$ cat config.mk
export PLATFORM = sky130hd
export DESIGN_NAME = e1_bdq_chan
export DESIGN_NICKNAME = d
export VERILOG_FILES = /design/src/rtl/e1_bdq_pkg.sv /design/src/rtl/e1_bdq_fifo.sv /design/src/rtl/e1_bdq_csr.sv /design/src/rtl/e1_bdq_engine.sv /design/src/rtl/e1_bdq_chan.sv
export SDC_FILE = /design/constraint.sdc
export NUM_CORES = 1
export LEC_CHECK = 0
export BUFFER_PORTS_ARGS = -buffer_cell sky130_fd_sc_hd__buf_2
export CAP_MARGIN = 0
export CELL_PAD_IN_SITES_DETAIL_PLACEMENT = 0
export CELL_PAD_IN_SITES_GLOBAL_PLACEMENT = 1
export CORE_ASPECT_RATIO = 1.5
export CORE_MARGIN = 2
export CORE_UTILIZATION = 32
export CTS_CLUSTER_SIZE = 24
export DETAILED_ROUTE_END_ITERATION = 16
export PLACE_DENSITY = 0.6
export SYNTH_ARGS = -nofsm -noshare
export SYNTH_HDL_FRONTEND = slang
export SYNTH_SLANG_ARGS = --single-unit
$ cat constraint.sdc
create_clock -name clk -period 2 [get_ports clk]
set_input_delay 0.4 -clock clk [delete_from_list [all_inputs] [get_ports clk]]
set_output_delay 0.4 -clock clk [all_outputs]
set_load 0.005 [all_outputs]
$ cat src/rtl/e1_bdq_pkg.sv
`timescale 1ns/1ps
package e1_bdq_pkg;

  typedef enum logic {DIR_RX = 1'b0, DIR_TX = 1'b1} e1_dir_e;

  localparam int  MF_W     = 7;
  localparam logic ADDR_CSR = 1'b0;
  localparam logic ADDR_BD  = 1'b1;

  // status / descriptor bit positions (decoded by software)
  localparam int ST_EN     = 0;
  localparam int ST_ALIGN  = 1;
  localparam int ST_IEMPTY = 8;
  localparam int ST_IFULL  = 9;
  localparam int ST_OEMPTY = 10;
  localparam int ST_OFULL  = 11;
  localparam int ST_ERR    = 12;
  localparam int BD_VALID  = 15;
  localparam int BD_CRC_LO = 13;

  typedef struct packed {
    logic [1:0]      crc;
    logic [MF_W-1:0] mf;
  } done_bd_t;

  function automatic logic [31:0] pack_bd(input logic valid, input done_bd_t d);
    logic [31:0] w;
    w = '0;
    if (valid) begin
      w[BD_VALID]               = 1'b1;
      w[BD_CRC_LO+1:BD_CRC_LO]  = d.crc;
      w[MF_W-1:0]               = d.mf;
    end
    return w;
  endfunction

  function automatic logic [31:0] pack_status(input logic en, input logic align,
                                              input logic ie, input logic ifl,
                                              input logic oe, input logic ofl,
                                              input logic err);
    logic [31:0] w;
    w            = '0;
    w[ST_EN]     = en;
    w[ST_ALIGN]  = align;
    w[ST_IEMPTY] = ie;
    w[ST_IFULL]  = ifl;
    w[ST_OEMPTY] = oe;
    w[ST_OFULL]  = ofl;
    w[ST_ERR]    = err;
    return w;
  endfunction

endpackage

$ cat src/rtl/e1_bdq_fifo.sv
`timescale 1ns/1ps
module e1_bdq_fifo #(
  parameter int WIDTH = 7,
  parameter int DEPTH = 4
) (
  input  logic             clk,
  input  logic             rst_n,
  input  logic             push,
  input  logic [WIDTH-1:0] din,
  input  logic             pop,
  output logic [WIDTH-1:0] dout,
  output logic             empty,
  output logic             full
);
  localparam int AW = (DEPTH > 1) ? $clog2(DEPTH) : 1;
  localparam int CW = $clog2(DEPTH + 1);

  logic [WIDTH-1:0] mem [DEPTH];
  logic [AW-1:0]    wp, rp;
  logic [CW-1:0]    cnt;
  logic             push_ok, pop_ok;

  function automatic logic [AW-1:0] ptr_next(input logic [AW-1:0] p);
    return (p == AW'(DEPTH - 1)) ? '0 : p + 1'b1;
  endfunction

  assign empty   = (cnt == '0);
  assign full    = (cnt == CW'(DEPTH));
  assign push_ok = push && !full;
  assign pop_ok  = pop && !empty;
  assign dout    = mem[rp];

  for (genvar i = 0; i < DEPTH; i++) begin : g_slot
    always_ff @(posedge clk or negedge rst_n) begin
      if (!rst_n)                              mem[i] <= '0;
      else if (push_ok && wp == AW'(i))        mem[i] <= din;
    end
  end

  always_ff @(posedge clk or negedge rst_n) begin
    if (!rst_n) begin
      wp  <= '0;
      rp  <= '0;
      cnt <= '0;
    end else begin
      if (push_ok) wp <= ptr_next(wp);
      if (pop_ok)  rp <= ptr_next(rp);
      case ({push_ok, pop_ok})
        2'b10:   cnt <= cnt + 1'b1;
        2'b01:   cnt <= cnt - 1'b1;
        default: cnt <= cnt;
      endcase
    end
  end

  assert_fifo_bound_R5: assert property (@(posedge clk) disable iff (!rst_n)
    cnt <= CW'(DEPTH));
  assert_full_drop_R5: assert property (@(posedge clk) disable iff (!rst_n)
    (push && full && !pop) |=> ($stable(cnt) && $stable(wp)));
  assert_empty_pop_R8: assert property (@(posedge clk) disable iff (!rst_n)
    (pop && empty && !push) |=> ($stable(cnt) && $stable(rp)));

endmodule

$ cat src/rtl/e1_bdq_csr.sv
`timescale 1ns/1ps
module e1_bdq_csr
  import e1_bdq_pkg::*;
#(
  parameter e1_dir_e DIR = DIR_RX
) (
  input  logic        clk,
  input  logic        rst_n,
  input  logic        wr_i,
  input  logic [31:0] wdata_i,
  input  logic        starve_i,
  output logic        en_o,
  output logic [1:0]  mode_o,
  output logic        tick_remote_o,
  output logic        alarm_o,
  output logic        loopback_o,
  output logic        err_o
);
  logic [5:0] ctrl_q;
  logic       err_q;
  logic       err_clr;

  assign err_clr = wr_i && wdata_i[ST_ERR];

  always_ff @(posedge clk or negedge rst_n) begin
    if (!rst_n) begin
      ctrl_q <= '0;
      err_q  <= 1'b0;
    end else begin
      if (wr_i)          ctrl_q <= wdata_i[5:0];
      if (starve_i)      err_q  <= 1'b1;   // a new event beats a clear
      else if (err_clr)  err_q  <= 1'b0;
    end
  end

  assign en_o   = ctrl_q[0];
  assign mode_o = ctrl_q[2:1];
  assign err_o  = err_q;

  if (DIR == DIR_TX) begin : g_tx_opts
    assign tick_remote_o = ctrl_q[3];
    assign alarm_o       = ctrl_q[4];
    assign loopback_o    = ctrl_q[5];
  end else begin : g_rx_opts
    assign tick_remote_o = 1'b0;
    assign alarm_o       = 1'b0;
    assign loopback_o    = 1'b0;
  end

  assert_err_set_R9: assert property (@(posedge clk) disable iff (!rst_n)
    starve_i |=> err_o);
  assert_err_hold_R9: assert property (@(posedge clk) disable iff (!rst_n)
    (err_o && !err_clr) |=> err_o);
  assert_err_clear_R10: assert property (@(posedge clk) disable iff (!rst_n)
    (err_clr && !starve_i) |=> !err_o);

endmodule

$ cat src/rtl/e1_bdq_engine.sv
`timescale 1ns/1ps
module e1_bdq_engine
  import e1_bdq_pkg::*;
#(
  parameter e1_dir_e DIR = DIR_RX
) (
  input  logic            clk,
  input  logic            rst_n,
  input  logic            en_i,
  input  logic            take_i,
  input  logic            done_i,
  input  logic [1:0]      crc_i,
  input  logic            in_empty_i,
  input  logic [MF_W-1:0] in_mf_i,
  output logic            in_pop_o,
  input  logic            out_full_i,
  output logic            out_push_o,
  output done_bd_t        out_bd_o,
  output logic            starve_o,
  output logic            busy_o,
  output logic [MF_W-1:0] mf_o
);
  logic            busy_q;
  logic [MF_W-1:0] mf_q;
  logic            take_ok, done_ok;

  assign take_ok    = take_i && en_i && !busy_q;
  assign in_pop_o   = take_ok && !in_empty_i;
  assign starve_o   = take_ok && in_empty_i;
  assign done_ok    = done_i && busy_q && !out_full_i;
  assign out_push_o = done_ok;
  assign out_bd_o.mf = mf_q;

  if (DIR == DIR_RX) begin : g_rx_crc
    assign out_bd_o.crc = crc_i;
  end else begin : g_tx_crc
    assign out_bd_o.crc = 2'b00;
  end

  always_ff @(posedge clk or negedge rst_n) begin
    if (!rst_n) begin
      busy_q <= 1'b0;
      mf_q   <= '0;
    end else if (in_pop_o) begin
      busy_q <= 1'b1;
      mf_q   <= in_mf_i;
    end else if (done_ok) begin
      busy_q <= 1'b0;
    end
  end

  assign busy_o = busy_q;
  assign mf_o   = mf_q;

  assert_take_disabled_R11: assert property (@(posedge clk) disable iff (!rst_n)
    (take_i && !en_i && !done_i) |=> ($stable(busy_q) && $stable(mf_q)));
  assert_done_blocked_R11: assert property (@(posedge clk) disable iff (!rst_n)
    (done_i && busy_q && out_full_i) |=> (busy_q && $stable(mf_q)));
  assert_take_fetch_R6: assert property (@(posedge clk) disable iff (!rst_n)
    in_pop_o |=> (busy_q && mf_q == $past(in_mf_i)));

endmodule

$ cat src/rtl/e1_bdq_chan.sv
`timescale 1ns/1ps
module e1_bdq_chan
  import e1_bdq_pkg::*;
#(
  parameter e1_dir_e DIR    = DIR_RX,
  parameter int      QDEPTH = 4
) (
  input  logic        clk,
  input  logic        rst_n,
  input  logic        reg_addr_i,
  input  logic        reg_wr_i,
  input  logic        reg_rd_i,
  input  logic [31:0] reg_wdata_i,
  output logic [31:0] reg_rdata_o,
  input  logic        line_aligned_i,
  input  logic        eng_take_i,
  input  logic        eng_done_i,
  input  logic [1:0]  eng_crc_i,
  output logic        eng_busy_o,
  output logic [6:0]  eng_mf_o,
  output logic        cfg_en_o,
  output logic [1:0]  cfg_mode_o,
  output logic        cfg_tick_remote_o,
  output logic        cfg_alarm_o,
  output logic        cfg_loopback_o
);
  localparam int OUT_W = $bits(done_bd_t);

  logic            csr_wr, bd_wr, bd_rd;
  logic            in_empty, in_full, in_pop;
  logic [MF_W-1:0] in_mf;
  logic            out_empty, out_full, out_push;
  done_bd_t        out_din, out_head;
  logic            starve, err, align;

  assign csr_wr = reg_wr_i && (reg_addr_i == ADDR_CSR);
  assign bd_wr  = reg_wr_i && (reg_addr_i == ADDR_BD);
  assign bd_rd  = reg_rd_i && (reg_addr_i == ADDR_BD);
  assign align  = (DIR == DIR_RX) ? line_aligned_i : 1'b0;

  e1_bdq_fifo #(.WIDTH(MF_W), .DEPTH(QDEPTH)) u_in_q (
    .clk(clk), .rst_n(rst_n),
    .push(bd_wr), .din(reg_wdata_i[MF_W-1:0]),
    .pop(in_pop), .dout(in_mf),
    .empty(in_empty), .full(in_full)
  );

  e1_bdq_fifo #(.WIDTH(OUT_W), .DEPTH(QDEPTH)) u_out_q (
    .clk(clk), .rst_n(rst_n),
    .push(out_push), .din(out_din),
    .pop(bd_rd), .dout(out_head),
    .empty(out_empty), .full(out_full)
  );

  e1_bdq_csr #(.DIR(DIR)) u_csr (
    .clk(clk), .rst_n(rst_n),
    .wr_i(csr_wr), .wdata_i(reg_wdata_i), .starve_i(starve),
    .en_o(cfg_en_o), .mode_o(cfg_mode_o),
    .tick_remote_o(cfg_tick_remote_o), .alarm_o(cfg_alarm_o),
    .loopback_o(cfg_loopback_o), .err_o(err)
  );

  e1_bdq_engine #(.DIR(DIR)) u_eng (
    .clk(clk), .rst_n(rst_n),
    .en_i(cfg_en_o), .take_i(eng_take_i), .done_i(eng_done_i), .crc_i(eng_crc_i),
    .in_empty_i(in_empty), .in_mf_i(in_mf), .in_pop_o(in_pop),
    .out_full_i(out_full), .out_push_o(out_push), .out_bd_o(out_din),
    .starve_o(starve), .busy_o(eng_busy_o), .mf_o(eng_mf_o)
  );

  always_comb begin
    if (reg_addr_i == ADDR_BD)
      reg_rdata_o = pack_bd(!out_empty, out_head);
    else
      reg_rdata_o = pack_status(cfg_en_o, align, in_empty, in_full,
                                out_empty, out_full, err);
  end

  assert_empty_read_R8: assert property (@(posedge clk) disable iff (!rst_n)
    (bd_rd && out_empty) |-> (reg_rdata_o == 32'h0));
  assert_valid_read_R7: assert property (@(posedge clk) disable iff (!rst_n)
    (bd_rd && !out_empty) |-> reg_rdata_o[BD_VALID]);
  assert_in_order_R6: assert property (@(posedge clk) disable iff (!rst_n)
    (eng_take_i && cfg_en_o && !eng_busy_o && in_empty) |=> !eng_busy_o);

endmodule

### Yosys cells after proc, flatten, opt, wreduce, memory -nomap -nowiden

Cells that the tools add are included.

| storage, ports and cells | value |
|---|---|
| input port bits | 42 |
| word-level logic and storage cells | 99 |
| output and inout bits | 46 |
| bits in registers | 90 |

| cells by class | value |
|---|---|
| add/sub/neg operators | 8 |
| bitwise operators | 3 |
| multiplexer cells | 19 |
| reductions and logical operators | 35 |
| equal/unequal tests | 14 |
| $lt $le $gt $ge | 2 |

Operator list:

| operator | count |
|---|---|
| $logic_and 1x1->1 | 22 |
| $mux 7 | 3 |
| $bmux 9 s2 | 1 |
| $mux 9 | 2 |
| $eq 2x2->1 const B | 8 |
| $mux 16 | 1 |
| $bmux 7 s2 | 1 |
| $pmux 3 s2 | 2 |
| $add 2x1->2 const B | 4 |
| $eq 2x1->1 const B | 4 |
| $mux 2 | 4 |
| $reduce_bool 2->1 | 4 |
| $add 3x1->3 const B | 2 |
| $eq 3x3->1 const B | 2 |
| $ge 3x3->1 const B | 2 |
| $logic_not 3->1 | 2 |
| $not 2->3 | 2 |
| $sub 3x1->3 const B | 2 |
| $logic_not 1->1 | 5 |
| $logic_not 2->1 | 2 |
| $mux 1 | 4 |
| $mux 3 | 1 |
| $not 1->1 | 1 |

### Logic depth before layout (Yosys ltp)

| depth | value |
|---|---|
| depth after elaboration | 6 |
| mapped depth | 10 |

### Hierarchy

A second synthesis with hierarchy kept.

| second synthesis, totals | value |
|---|---|
| cell total of the unflattened synthesis | 316 |
| area, all modules | 4488.1 µm² |

Modules (own cells, without submodules):

| module | area each (µm²) | times used | cells an instance | seq. area each (µm²) |
|---|---|---|---|---|
| e1_bdq_fifo at u_out_q | 1973.1 | 1 | 126 | 1076.0 |
| e1_bdq_fifo at u_in_q | 1646.6 | 1 | 108 | 875.8 |
| e1_bdq_engine | 405.4 | 1 | 31 | 200.2 |
| e1_bdq_chan | 291.5 | 1 | 38 | 0.0 |
| e1_bdq_csr | 171.4 | 1 | 13 | 100.1 |

### Worst setup path before layout

No wires, ideal clock.

| path | value |
|---|---|
| kind | register to register |
| start | register u_in_q.cnt[0] |
| end | register u_in_q.cnt[2] |
| stages on the path, launching flop included | 11 |
| setup slack | -0.222 ns |
| arrival time | 2.142 ns |
| clock period less this slack | 2.222 ns |
| library setup time | 0.079 ns |
| path through | dfrtp_1 or3b_1 buf_2 and3_1 inv_1 ha_1 inv_1 fa_1 xor2_1 nor2_1 xor2_1 |

| on the way | value |
|---|---|
| cells in the longest elaborated chain, start to end | 6 |
| elaborated cells between the ends (all ways) | 13 |

RTL lines:

| item | line | RTL |
|---|---|---|
| from (decl) | e1_bdq_fifo.sv:20 | `logic [CW-1:0] cnt;` |
| from (signal assigned) | e1_bdq_fifo.sv:49 | `2'b10: cnt <= cnt + 1'b1;` |
| from (signal assigned) | e1_bdq_fifo.sv:50 | `2'b01: cnt <= cnt - 1'b1;` |
| from (signal assigned) | e1_bdq_fifo.sv:51 | `default: cnt <= cnt;` |
| $logic_not 3->1 | e1_bdq_fifo.sv:27 | `assign empty = (cnt == '0);` |
| $logic_not 1->1 | e1_bdq_fifo.sv:30, e1_bdq_engine.sv:28 |  |
| $logic_and 1x1->1 | e1_bdq_engine.sv:28 | `assign in_pop_o = take_ok && !in_empty_i;` |
| $logic_and 1x1->1 | e1_bdq_fifo.sv:30 | `assign pop_ok = pop && !empty;` |
| $eq 2x1->1 / $eq 2x2->1 (equally long branches) | e1_bdq_fifo.sv:48 | `case ({push_ok, pop_ok})` |
| $pmux 3 s2 / $reduce_bool 2->1 (equally long branches) | - |  |

Several ways; a longest one is shown, not always the timed one.
A chain may end at the register's enable or synchronous reset.

### Final worst setup path

| path | value |
|---|---|
| start | register u_out_q.rp[0] |
| end | output port reg_rdata_o[0] |

| on the way | value |
|---|---|
| cells in the longest elaborated chain, start to end | 6 |

RTL lines:

| item | line | RTL |
|---|---|---|
| from (decl) | e1_bdq_fifo.sv:19 | `logic [AW-1:0] wp, rp;` |
| from (signal assigned) | e1_bdq_fifo.sv:47 | `if (pop_ok) rp <= ptr_next(rp);` |
| $not 2->3 (not written as such) | e1_bdq_fifo.sv:31 | `assign dout = mem[rp];` |
| $bmux 9 s2 | e1_bdq_fifo.sv:31 |  |
| $mux 9 (not written as such) (2 in series) | e1_bdq_fifo.sv:31 |  |
| $mux 7 | e1_bdq_pkg.sv:29 | `if (valid) begin` |
| $mux 16 | e1_bdq_chan.sv:72 | `if (reg_addr_i == ADDR_BD)` |
| to (decl) | e1_bdq_chan.sv:14 | `output logic [31:0] reg_rdata_o,` |

Every way passes these cells. The select of a mux whose other input is x is not followed.

==> flow_summary.ini <==
[outcome]
status = finished, violations left
violations = setup timing

[route]
viasPerCell = 4.704
wl_per_cell_um = 16.17
num_vias = 2531
firstDrtPassIters = 4
drc_errors = 0
drt_iter0_drc = 66
totalWireLength_um = 8702
ant_nets = 0

[min_path]
hp-class = in -> reg
hold_depth = 3
hold_path.startpoint = reg_wdata_i[12]
hold_end = u_csr.err_o$_DFFE_PN0P_

[final_layout]
drive_above_1_share_pct = 54.79
layout_commonest_cell = dfrtp_1
fin_util_pct = 39.65
layout_common_cells = dfrtp_1, mux2_2, buf_2
diodes = 0
syn_to_final_growth_pct = 21.32
finalInstanceArea_um2 = 5340
nets = 427

[die]
die_h_um = 147.6
start_util_pct = 32.68
rows = 52
pin_count = 88
die_w_um = 99.76
die_area_um2 = 14730
core_area_um2 = 13470

[power_and_ir_drop]
p_leak_uw = 0.002485
power.density_nw_per_um2 = 1561
power_uw = 8334
vdd_drop_max_v = 0.0004958

[clocking]
cts_tree = yes
cts_sinks = 90
clk_transition_reported_paths_ns = 0.06
cts_max_level = 3
clockBufferDepth = 2
cts_inserted_buffers = 9
clk_latency_ns = 0.33
clk_root_buffer_cell = clkbuf_16

[critical_path]
critPathKind = reg -> out
cp-end-kind = primary output
rr_startpoint = u_in_q.cnt[0]$_DFFE_PN0P_
slowest_stage = mux4_2
cp-start-kind = flop
required_ns = 1.60
arrival_ns = 1.64
critical_path.cell_chain = buf_6 > mux4_2 > nand2_2 > o21ai_2 > buf_2
critPathMaxStageDelay_ns = 0.51
ff2ff_path_depth = 9
worst-r2r-setup-slack_ns = 0
crit_fanout = 5
crit_start = u_out_q.rp[0]$_DFFE_PN0P_
reg2reg_to = u_in_q.cnt[2]$_DFFE_PN0P_

[sta]
max_freq_ghz = 0.4910
fin_crit_sh_pct = 101.8
setup_viol = 9
slew_viol_final = 0
maxSlewHeadroom_pct = 61.91
skew_ns = 0.005135
rsz0062_at_grt = yes
layout_setup_ws_ns = -0.03662
min_period_ns = 2.037
worstMarginPinSlew_ns = 0.5714
hold_viol = 0

[synthesis]
synthCells = 303
avgSynthCellArea_um2 = 14.53
ys_ff_latch = 90
ys_warn_count = 0
synth_cell_types = 32
netlist_area_um2 = 4402
yosysSeqAreaShare_pct = 51.17

[place]
io_buffers = 43
dp_hpwl_um = 6409
place_area_um2 = 4910
gp_congestion = 0.7262

[grt]
grt_pass1_vias = 2698
antenna_found_initial = 0
gr-total-overflow = 0
grt_max_degree = 40
grt_usage_pct = 12.96
grt_pass1_wl_um = 14600

[job]
cap_violations = 0
==> area by class of cell <==
| type | instances | area, um2 |
|---|---|---|
| inverter | 14 | 52.55 |
| sequential | 90 | 2253 |
| tap | 162 | 202.7 |
| clock inverter | 4 | 97.59 |
| fill | 1291 | 8128 |
| clock buffer | 12 | 256.5 |
| multi-input combinational | 186 | 2021 |
| timing repair buffer | 70 | 456.7 |
==> critical path, delay by kind of cell (launching register included) <==
kind                   cells  cell delay, ns
AOI/OAI and AO/OA          1            0.06
buffers and inverters      2            0.27
DFF                        1            0.38
muxes                      1            0.51
and+or+nand+nor            1            0.09
==> Yosys cell counts <==
| master | count | area [um2] |
|---|---|---|
| dfrtp_1 | 90 | 2252 |
| o21ai_0 | 4 | 20.02 |
| and3_1 | 1 | 6.260 |
| buf_1 | 2 | 7.510 |
| nor2b_1 | 2 | 12.51 |
| xnor2_1 | 2 | 17.52 |
| buf_4 | 20 | 150.1 |
| nor4_1 | 3 | 18.77 |
| and2_1 | 7 | 43.79 |
| o31a_1 | 1 | 8.760 |
| buf_6 | 2 | 22.52 |
| or3b_1 | 2 | 17.52 |
| inv_1 | 14 | 52.55 |
| nor4b_1 | 1 | 8.760 |
| mux2_2 | 72 | 810.8 |
| nor2_1 | 8 | 30.03 |
| fa_1 | 2 | 40.04 |
| nand3b_1 | 1 | 7.510 |
| ha_1 | 12 | 150.1 |
| conb_1 | 1 | 3.750 |
| clkbuf_1 | 5 | 18.77 |
| nand4_2 | 7 | 87.58 |
| a21o_1 | 2 | 15.01 |
| mux4_2 | 16 | 360.4 |
| buf_2 | 3 | 15.01 |
| nor3_1 | 1 | 5.000 |
| mux2i_1 | 1 | 10.01 |
| nand3_1 | 1 | 5.000 |
| and4_4 | 1 | 11.26 |
| nand2_1 | 6 | 22.52 |
| mux2_4 | 9 | 135.1 |
| xor2_1 | 4 | 35.03 |
==> kinds of logic after synthesis <==
group                    count (synthesis)  share of synthesized area [%]
XOR/XNOR                                 6                          1.194
multiplexers                            98                          29.90
adder cells (fa/ha/maj)                 14                          4.321
flip-flops                              90                          51.17
buffers and inverters                   46                          6.054
AO/OA/AOI/OAI                            7                         0.9948
AND/OR/NAND/NOR                         41                          6.282
other                                    1                        0.08519
==> per-layer routing <==
metal	global-route usage, %	share of wire, %
met3	1.986	2.5
met1	15.90	43
met2	22.77	53
met5	0	0
met4	4.932	1.6
==> through the flow <==
| step | setup TNS (ns) | setup slack [ns] | cells | hold WS (ns) |
|---|---|---|---|---|
| finish | -0.1687 | -0.03662 | 538 | 0.3361 |
| global route | -0.8614 | -0.1157 | 538 | 0.3462 |
| CTS | -0.3552 | -0.06954 | 538 | 0.3267 |
| detailed placement | -0.02288 | -0.02040 | 519 | 0.3431 |
| global placement | -0.02733 | -0.02733 | 519 | 0.3394 |
| floorplan | -0.1615 | -0.1281 | 322 | 0.1044 |
==> registers in the layout, indices dropped and copies added, names as in the netlist <==
register and flops:
u_out_q.cnt 3, u_out_q.wp 2, u_in_q.cnt 3, u_out_q.rp 2, u_in_q.mem 28, u_csr.err_o 1
u_eng.mf_o 7, u_out_q.mem 36, u_in_q.rp 2, u_eng.busy_o 1, u_csr.ctrl_q 3, u_in_q.wp 2
==> how the worst max path moves through the flow <==
stage | slack (ns) | endpoint | cells after the start
3_5_place_dp | -0.02 | u_in_q.cnt[2]$_DFFE_PN0P_ | 9
6_report | -0.04 | reg_rdata_o[0] | 5
2_1_floorplan | -0.13 | u_in_q.cnt[2]$_DFFE_PN0P_ | 10
3_3_place_gp | -0.03 | u_in_q.cnt[2]$_DFFE_PN0P_ | 9
5_1_grt | -0.12 | reg_rdata_o[0] | 5
4_1_cts | -0.07 | reg_rdata_o[3] | 4
==> timing repair <==
| item | in CTS | in global routing |
|---|---|---|
| endpoints found under the setup margin | 10 | 12 |
| pin swaps | 15 | 9 |
| resized for setup | 12 | 7 |
| buffers inserted | 2 | 0 |
| hold buffers | 1 | 0 |
| endpoints found under the hold margin | 24 | 0 |
==> report_power, final <==
group,internal (uW),total [uW],switching (uW)
logic,1920,3030,1100
clock network,1290,1970,679
registers,2690,3340,651
total,5900,8330,2430
Note: power is estimated with default switching activity, not from simulation.
